<file path="src/rtl/sdram_arb_pkg.sv">
// Shared definitions for the SDRAM request arbiter.
// Assumes port index 0 has the highest poll priority.
package sdram_arb_pkg;
    localparam int N_PORTS = 2;
    localparam int PORT_RD = 0;   // read client: highest priority
    localparam int PORT_WR = 1;   // write client

    typedef enum logic [1:0] {
        INIT_WAIT,
        POLL,
        READ_BUSY,
        WRITE_BUSY
    } arb_state_t;
endpackage

</file>
<file path="src/rtl/arb_poll_pick.sv">
// Fixed-priority picker over N request lines; lower index wins.
// Assumes requests are sampled together in one cycle.
module arb_poll_pick #(
    parameter int N = 2
) (
    input  logic [N-1:0] req,
    output logic [N-1:0] pick,
    output logic         hit
);
    // each port wins only if no lower-index port asks
    assign pick[0] = req[0];
    generate
        for (genvar i = 1; i < N; i++) begin : g_chain
            assign pick[i] = req[i] & ~(|req[i-1:0]);
        end
    endgenerate

    // any request present
    assign hit = |req;
endmodule

</file>
<file path="src/rtl/arb_fsm.sv">
// Grant state machine: waits for controller init, polls, holds a grant
// until the controller reports the burst is done. Latches the winner's
// address and keeps the request pending until the controller accepts it.
// Assumes the controller accepts a request before it reports done.
module arb_fsm
    import sdram_arb_pkg::*;
#(
    parameter int ADDR_W = 22,
    parameter int N      = N_PORTS
) (
    input  logic              clk,
    input  logic              rst_n,
    input  logic              init_done,
    input  logic [N-1:0]      pick,
    input  logic              hit,
    input  logic [N*ADDR_W-1:0] cli_addr,
    input  logic              ctl_accept,
    input  logic              ctl_done,
    output arb_state_t        state,
    output logic              pending,
    output logic [ADDR_W-1:0] addr_q
);
    arb_state_t        state_nx;
    logic [ADDR_W-1:0] sel_addr;

    // select the winning client's address
    always_comb begin
        sel_addr = '0;
        for (int i = 0; i < N; i++) begin
            if (pick[i]) sel_addr |= cli_addr[i*ADDR_W +: ADDR_W];
        end
    end

    // next-state decode, poll order follows port index
    always_comb begin
        state_nx = state;
        unique case (state)
            INIT_WAIT:  if (init_done) state_nx = POLL;
            POLL: begin
                if (hit) begin
                    if (pick[PORT_RD])      state_nx = READ_BUSY;
                    else if (pick[PORT_WR]) state_nx = WRITE_BUSY;
                end
            end
            READ_BUSY:  if (ctl_done) state_nx = POLL;
            WRITE_BUSY: if (ctl_done) state_nx = POLL;
            default:    state_nx = INIT_WAIT;
        endcase
    end

    // state register
    always_ff @(posedge clk) begin
        if (!rst_n) state <= INIT_WAIT;
        else        state <= state_nx;
    end

    // pending flag and address capture at grant
    always_ff @(posedge clk) begin
        if (!rst_n) begin
            pending <= 1'b0;
            addr_q  <= '0;
        end else if (state == POLL && hit) begin
            pending <= 1'b1;
            addr_q  <= sel_addr;
        end else if (ctl_accept || ctl_done) begin
            pending <= 1'b0;
        end
    end


    init_hold_chk: assert property (@(posedge clk) disable iff (!rst_n)
        (state == INIT_WAIT && !init_done) |=> (state == INIT_WAIT && !pending));


    rd_priority_chk: assert property (@(posedge clk) disable iff (!rst_n)
        (state == POLL && pick[PORT_RD]) |=> (state == READ_BUSY && pending));


    hold_stable_chk: assert property (@(posedge clk) disable iff (!rst_n)
        (pending && !ctl_accept && !ctl_done) |=>
            (pending && $stable(addr_q) && $stable(state)));


    busy_hold_chk: assert property (@(posedge clk) disable iff (!rst_n)
        ((state == READ_BUSY || state == WRITE_BUSY) && !ctl_done) |=> $stable(state));
endmodule

</file>
<file path="src/rtl/arb_route.sv">
// Steers controller handshake strobes to the client holding the grant.
// Assumes gnt is one-hot or zero.
module arb_route #(
    parameter int N = 2
) (
    input  logic [N-1:0] gnt,
    input  logic         ctl_accept,
    input  logic         ctl_word,
    input  logic         ctl_done,
    output logic [N-1:0] cli_accept,
    output logic [N-1:0] cli_word,
    output logic [N-1:0] cli_done
);
    generate
        for (genvar i = 0; i < N; i++) begin : g_port
            // gate each strobe with this port's grant
            assign cli_accept[i] = gnt[i] & ctl_accept;
            assign cli_word[i]   = gnt[i] & ctl_word;
            assign cli_done[i]   = gnt[i] & ctl_done;
        end
    endgenerate
endmodule

</file>
<file path="src/rtl/sdram_port_arbiter.sv">
// Two-client arbiter in front of a single-port SDRAM controller.
// Read client has priority on ties; one request outstanding at a time.
// Assumes controller strobes are single-cycle and synchronous to clk.
module sdram_port_arbiter
    import sdram_arb_pkg::*;
#(
    parameter int ADDR_W = 22
) (
    input  logic              clk,
    input  logic              rst_n,
    input  logic              init_done,
    input  logic              rd_req,
    input  logic [ADDR_W-1:0] rd_addr,
    input  logic              wr_req,
    input  logic [ADDR_W-1:0] wr_addr,
    input  logic              ctl_accept,
    input  logic              ctl_word,
    input  logic              ctl_done,
    output logic              ctl_rd_req,
    output logic              ctl_wr_req,
    output logic [ADDR_W-1:0] ctl_addr,
    output logic              rd_accept,
    output logic              rd_word,
    output logic              rd_done,
    output logic              wr_accept,
    output logic              wr_word,
    output logic              wr_done
);
    localparam int N = N_PORTS;

    logic [N-1:0]        req_v, pick_v, gnt_v;
    logic [N-1:0]        acc_v, word_v, done_v;
    logic [N*ADDR_W-1:0] addr_v;
    logic                hit, pending;
    arb_state_t          state;

    // pack client ports into priority-ordered vectors
    assign req_v[PORT_RD] = rd_req;
    assign req_v[PORT_WR] = wr_req;
    assign addr_v[PORT_RD*ADDR_W +: ADDR_W] = rd_addr;
    assign addr_v[PORT_WR*ADDR_W +: ADDR_W] = wr_addr;

    arb_poll_pick #(.N(N)) u_pick (
        .req  (req_v),
        .pick (pick_v),
        .hit  (hit)
    );

    arb_fsm #(.ADDR_W(ADDR_W), .N(N)) u_fsm (
        .clk        (clk),
        .rst_n      (rst_n),
        .init_done  (init_done),
        .pick       (pick_v),
        .hit        (hit),
        .cli_addr   (addr_v),
        .ctl_accept (ctl_accept),
        .ctl_done   (ctl_done),
        .state      (state),
        .pending    (pending),
        .addr_q     (ctl_addr)
    );

    // grant vector from busy state
    assign gnt_v[PORT_RD] = (state == READ_BUSY);
    assign gnt_v[PORT_WR] = (state == WRITE_BUSY);

    // requests to controller while the grant is not yet accepted
    assign ctl_rd_req = pending & gnt_v[PORT_RD];
    assign ctl_wr_req = pending & gnt_v[PORT_WR];

    arb_route #(.N(N)) u_route (
        .gnt        (gnt_v),
        .ctl_accept (ctl_accept),
        .ctl_word   (ctl_word),
        .ctl_done   (ctl_done),
        .cli_accept (acc_v),
        .cli_word   (word_v),
        .cli_done   (done_v)
    );

    // unpack routed strobes to client ports
    assign rd_accept = acc_v[PORT_RD];
    assign rd_word   = word_v[PORT_RD];
    assign rd_done   = done_v[PORT_RD];
    assign wr_accept = acc_v[PORT_WR];
    assign wr_word   = word_v[PORT_WR];
    assign wr_done   = done_v[PORT_WR];


    one_req_chk: assert property (@(posedge clk) disable iff (!rst_n)
        !(ctl_rd_req && ctl_wr_req));


    no_rereq_chk: assert property (@(posedge clk) disable iff (!rst_n)
        ((ctl_rd_req || ctl_wr_req) && ctl_accept && !ctl_done) |=>
            (!ctl_rd_req && !ctl_wr_req));


    route_excl_chk: assert property (@(posedge clk) disable iff (!rst_n)
        $onehot0({rd_accept || rd_word || rd_done, wr_accept || wr_word || wr_done}));


    req_hold_chk: assert property (@(posedge clk) disable iff (!rst_n)
        (ctl_rd_req && !ctl_accept && !ctl_done) |=> (ctl_rd_req && $stable(ctl_addr)));
endmodule

</file>
<file path="config.mk">
export PLATFORM = sky130hd
export DESIGN_NAME = sdram_port_arbiter
export DESIGN_NICKNAME = d
export VERILOG_FILES = /design/src/rtl/sdram_arb_pkg.sv /design/src/rtl/arb_poll_pick.sv /design/src/rtl/arb_fsm.sv /design/src/rtl/arb_route.sv /design/src/rtl/sdram_port_arbiter.sv
export SDC_FILE = /design/constraint.sdc
export NUM_CORES = 1
export LEC_CHECK = 0
export ABC_AREA = 1
export BUFFER_PORTS_ARGS = -buffer_cell sky130_fd_sc_hd__buf_2
export CORE_MARGIN = 4
export CORE_UTILIZATION = 43
export CTS_CLUSTER_SIZE = 8
export DETAILED_ROUTE_END_ITERATION = 7
export HOLD_SLACK_MARGIN = 0.03
export PLACE_DENSITY = 0.78
export SLEW_MARGIN = 25
export SYNTH_ARGS = -nofsm -noshare
export SYNTH_HDL_FRONTEND = slang
export SYNTH_SLANG_ARGS = --single-unit
</file>
<file path="constraint.sdc">
create_clock -name clk -period 1.5 [get_ports clk]
set_clock_uncertainty 0.05 [all_clocks]
set_input_delay 0.3 -clock clk [delete_from_list [all_inputs] [get_ports clk]]
set_output_delay 0.3 -clock clk [all_outputs]
set_load 0.1 [all_outputs]
</file>
== Yosys cells after proc, flatten, opt, wreduce, memory -nomap -nowiden ==
Index checks and enable logic that the tools add are counted.
Cells by class
  divide/modulo/power cells: 0
  multiplexer cells: 10
  bitwise operators: 11
  reduce and logical (&&, ||, !) cells: 7
  equal/unequal tests: 7
  multipliers: 0
  order comparisons: 0
  add/subtract/negate cells: 0
  shift-type cells: 0
Operators with widths (count)
  22-bit 2-to-1 mux: 2
  22-bit bitwise OR: 1
  2-bit 2-to-1 mux: 5
  1-bit bitwise AND: 9
  2-bit one-hot mux with 3 select lines: 1
  2-bit == test, second input constant: 2
  2-bit by 1-bit inequality test with 1-bit output, second input constant: 2
  4-bit AND reduction: 1
  2-bit OR reduction: 2
  3-bit inequality test, second input constant: 1
  2-bit by 1-bit == test with 1-bit output, second input constant: 1
  2-bit zero test: 1
  1-bit 2-to-1 mux: 2
  2-bit inequality test, second input constant: 1
  2-bit nonzero test: 1
  1-bit logical AND: 1
  1-bit logical OR: 1
  1-bit NOT: 1
Word-level totals
  RAM bits: 0
  word-level logic and storage cells: 38
  memories kept: 0
  bits in latches: 0
  ROM bits: 0
  register bits: 25
  output and inout bits: 30
  input bits: 52

== Depth between registers and ports, before layout ==
  word-level depth: 6
  depth in mapped cells: 7
  mapped depth without buffers: 6

== By module ==
From an unflattened synthesis, not the netlist that was laid out.
Unflattened totals
  cell total of the unflattened synthesis: 257
  area total of the unflattened synthesis: 1435.1 um2
Modules (own cells, without submodules)
  arb_fsm: cells an instance 232, times used 1, seq. area each 500.5 um2, area each 1335.0 um2
  arb_route: cells an instance 12, times used 1, seq. area each 0.0 um2, area each 45.0 um2
  sdram_port_arbiter: cells an instance 8, times used 1, seq. area each 0.0 um2, area each 32.5 um2
  arb_poll_pick: cells an instance 5, times used 1, seq. area each 0.0 um2, area each 22.5 um2

== Least setup slack after synthesis ==
OpenSTA, ideal clock, no wires.
  path kind: flip-flop to output port
  start: register u_fsm.state[1]
  end: output port ctl_rd_req
  data required time: 1150 ps
  cell stages (with the launch flop): 3
  path slack: -586 ps
  path buffers: 0
  arrival time: 1736 ps
  cell sequence: dfxtp_1 -> nand2_1 -> nor2_1
Between the ends
  longest elaborated chain between the ends: 2
RTL lines
  start, declared: RTL line arb_fsm.sv:19  | output arb_state_t state,
  start signal, assigned: RTL line arb_fsm.sv:54  | else state <= state_nx;
  2-bit == test: RTL line sdram_port_arbiter.sv:64  | assign gnt_v[PORT_RD] = (state == READ_BUSY);
  1-bit bitwise AND: RTL line sdram_port_arbiter.sv:68  | assign ctl_rd_req = pending & gnt_v[PORT_RD];
  end, declared: RTL line sdram_port_arbiter.sv:19  | output logic ctl_rd_req,
No other way between the ends.

== Worst setup path in the final report ==
  start: register u_fsm.state[1]
  end: output port ctl_wr_req
Between the ends
  longest elaborated chain between the ends: 2
RTL lines
  2-bit == test: RTL line sdram_port_arbiter.sv:65  | assign gnt_v[PORT_WR] = (state == WRITE_BUSY);
  1-bit bitwise AND: RTL line sdram_port_arbiter.sv:69  | assign ctl_wr_req = pending & gnt_v[PORT_WR];
  end, declared: RTL line sdram_port_arbiter.sv:20  | output logic ctl_wr_req,
No other way between the ends.

==> key figures <==
Finish
  • Post-route cell area: around 2100 um2
  • Layout Cells excl Fill: between 300 and 400
  • Layout cells sized above 1: about 33%
  • Fin nets: around 370
  • Commonest non-fill, non-tap cell in the layout: nand2_1
  • # diodes: 0
  • Most frequent cells in the layout: nand2_1, buf_2, nor2_1
  • Synth-to-layout area growth: 51.5%

Worst setup path
  • Worst reg-to-reg path cell count: 7
  • CP max FO: 5
  • Critical Path AT: 1.17 ns
  • Critical path launch point: u_fsm.state[1]
  • CP startpoint kind: flop
  • R2r startpoint: u_fsm.state[0]
  • Reg2reg end: u_fsm.addr_q[16]
  • R2R setup slack: around 0.15 ns
  • CP required: around 1.2 ns
  • CP Class: reg -> out
  • CP Capture Point: ctl_wr_req
  • Worst setup EP type: primary output

Global route
  • Total grt overflow: 0
  • Vias in the first global route: 1489
  • Initial antenna violation count: 0
  • Largest net degree at the start of global routing: 46
  • First-pass GRT wire length: 6200 um
  • Total GRT Usage: 18.5%

Power
  • Worst IR drop on VDD: between 0.4 and 0.5 mV
  • Pwr/cell area: 965 nW/um2
  • Leakage Power: 0.00120 uW
  • Tot Pwr: 2030 uW

Logic synthesis
  • Syn_nets: about 300
  • Top cells by area, synth: dfxtp_1, nand2_1, nor2_1, nand3_1, inv_1
  • Yosys top cell area share: roughly 36%
  • Cell Area, Synth: 1390 um2
  • Synth unique cells: 15
  • Sequential area share after synthesis: 36.0%
  • Post-synthesis average cell area: 5.74 um2
  • Syn Inst Count: 242
  • Largest area contributor in the netlist: dfxtp_1
  • Count of state elements after synthesis: 25
  • Synth warn: 0

Timing
  • Final Hold Fails: 0
  • Setup violators final: 6
  • FMAX: between 0.6 and 0.7 GHz
  • Final worst setup slack: -0.0199 ns
  • Slew headroom: 67.1%
  • Worst Tran Pin Value: 0.497 ns
  • Setup TNS: -0.0602 ns
  • RSZ-0062 raised after global routing: yes
  • Final period demand of the worst path: 1.52 ns
  • Period utilization: 101%
  • Fin. max-slew vios: 0

Clocking
  • Hold bufs inserted after CTS: 0
  • H-tree depth: 1
  • Clock sink count: 25
  • CTS Buffer Depth: 2
  • CTS Buf Count: 3
  • CTS root buf: clkbuf_4
  • Clk_lat worst skew: 0.31 ns
  • CTS tree: done
  • Clk slew on worst S/H paths: ~0.13 ns

Min path
  • Hold crit path type: in -> reg

Floorplan
  • Die area: 4200 um2
  • Die width: 64.8 um
  • Starting density of the core: 45.1%
  • Core Area: 3080 um2
  • I/O Pins: 82
  • Die Y: about 65 um
  • FP Rows: 20

Placed design
  • Area of placed instances: 1940 um2
  • Routability cong.: slightly above 0.7
  • Buffers on Ports: between 80 and 90
  • Post-DP HPWL: 2620 um
  • Pre-CTS setup slack: 0.198 ns
  • DP Cell Count: around 360

Run
  • MaxCap Viol Count: 0

Drt
  • WL/cell: 11.0 um
  • Residual DRC: 0
  • Antenna Nets Post-Route: 0
  • Iter 0 DRT Violations: 42
  • Vias/cell: 4.54
  • Drt total wl: 4010 um
  • TritonRoute pass-1 iters: 4
  • Via count: 1656

Run status
  • Outcome: finished, violations left
  • Failing checks: setup timing
==> sequential cells by signal, indices dropped and copies added, names as in the netlist <==
name and cells:
u_fsm.pending 1, u_fsm.addr_q 22, u_fsm.state 2
==> repair_timing <==
item	4_1_cts	5_1_grt
pin swaps	1	2
resized for setup	11	19
cloned	0	1
buffers inserted	2	0
setup endpoints to repair	8	33
==> critical path: stages, from the launching register on <==
cell and delay, ns:
dfxtp_4 0.43, nand2_4 0.11, nor2_4 0.12, buf_12 0.18
==> stage by stage <==
step / hold WS [ns] / util (%)
global route: 0.251 / 68.4
finish: 0.239 / 68.4
floorplan: 0.371 / -
global placement: 0.423 / 63.1
detailed placement: 0.425 / 63.1
CTS: 0.232 / 65.6
==> cell usage after synthesis (all sizes together) <==
cell type and n:
o21ai 1, nand3 23, nor2 53, and3 1, dfxtp 25, inv 30, a21oi 3, nand2 94
clkbuf 2, buf 10
==> where the power goes <==
part	internal (uW)	switching (uW)	total (uW)
sequential	731	38.8	769
combinational	229	731	960
clock	104	197	301
total	1060	967	2030
==> routing by layer <==
layer  up-vias  GRT usage, %  wire length [um]
met1       720          21.1              1720
met4         0          6.60                38
met5         -             0                 0
li1        878             -                 -
met2        54          33.6              1950
met3         4          3.99               300
==> logic make-up (layout without fill, tap and decap cells) <==
| group | Yosys count | in the layout | synth area share (%) |
|---|---|---|---|
| simple gates | 171 | 172 | 49.4 |
| flops | 25 | 25 | 36.0 |
| buf+inv | 42 | 120 | 13.2 |
| compound gates | 4 | 4 | 1.44 |
==> area by class of cell <==
type,count,area (um2)
clock buffers,4,26.3
fillers,305,973
inverters,30,115
multi-input cells,176,815
flip-flops and latches,25,508
well taps,44,55.1
repair buffers,86,586
==> how the worst min path moves through the flow <==
stage | end | from | depth (start not counted)
final | u_fsm.addr_q[0] | rd_addr[0] | 5
after global routing | u_fsm.addr_q[18] | rd_addr[18] | 5
after CTS | u_fsm.state[0] | init_done | 3
after detailed placement | u_fsm.pending | u_fsm.pending | 2
after global placement | u_fsm.pending | u_fsm.pending | 2
after floorplan | u_fsm.addr_q[16] | rst_n | 2
No activity file was read; power rests on OpenSTA's default activity.
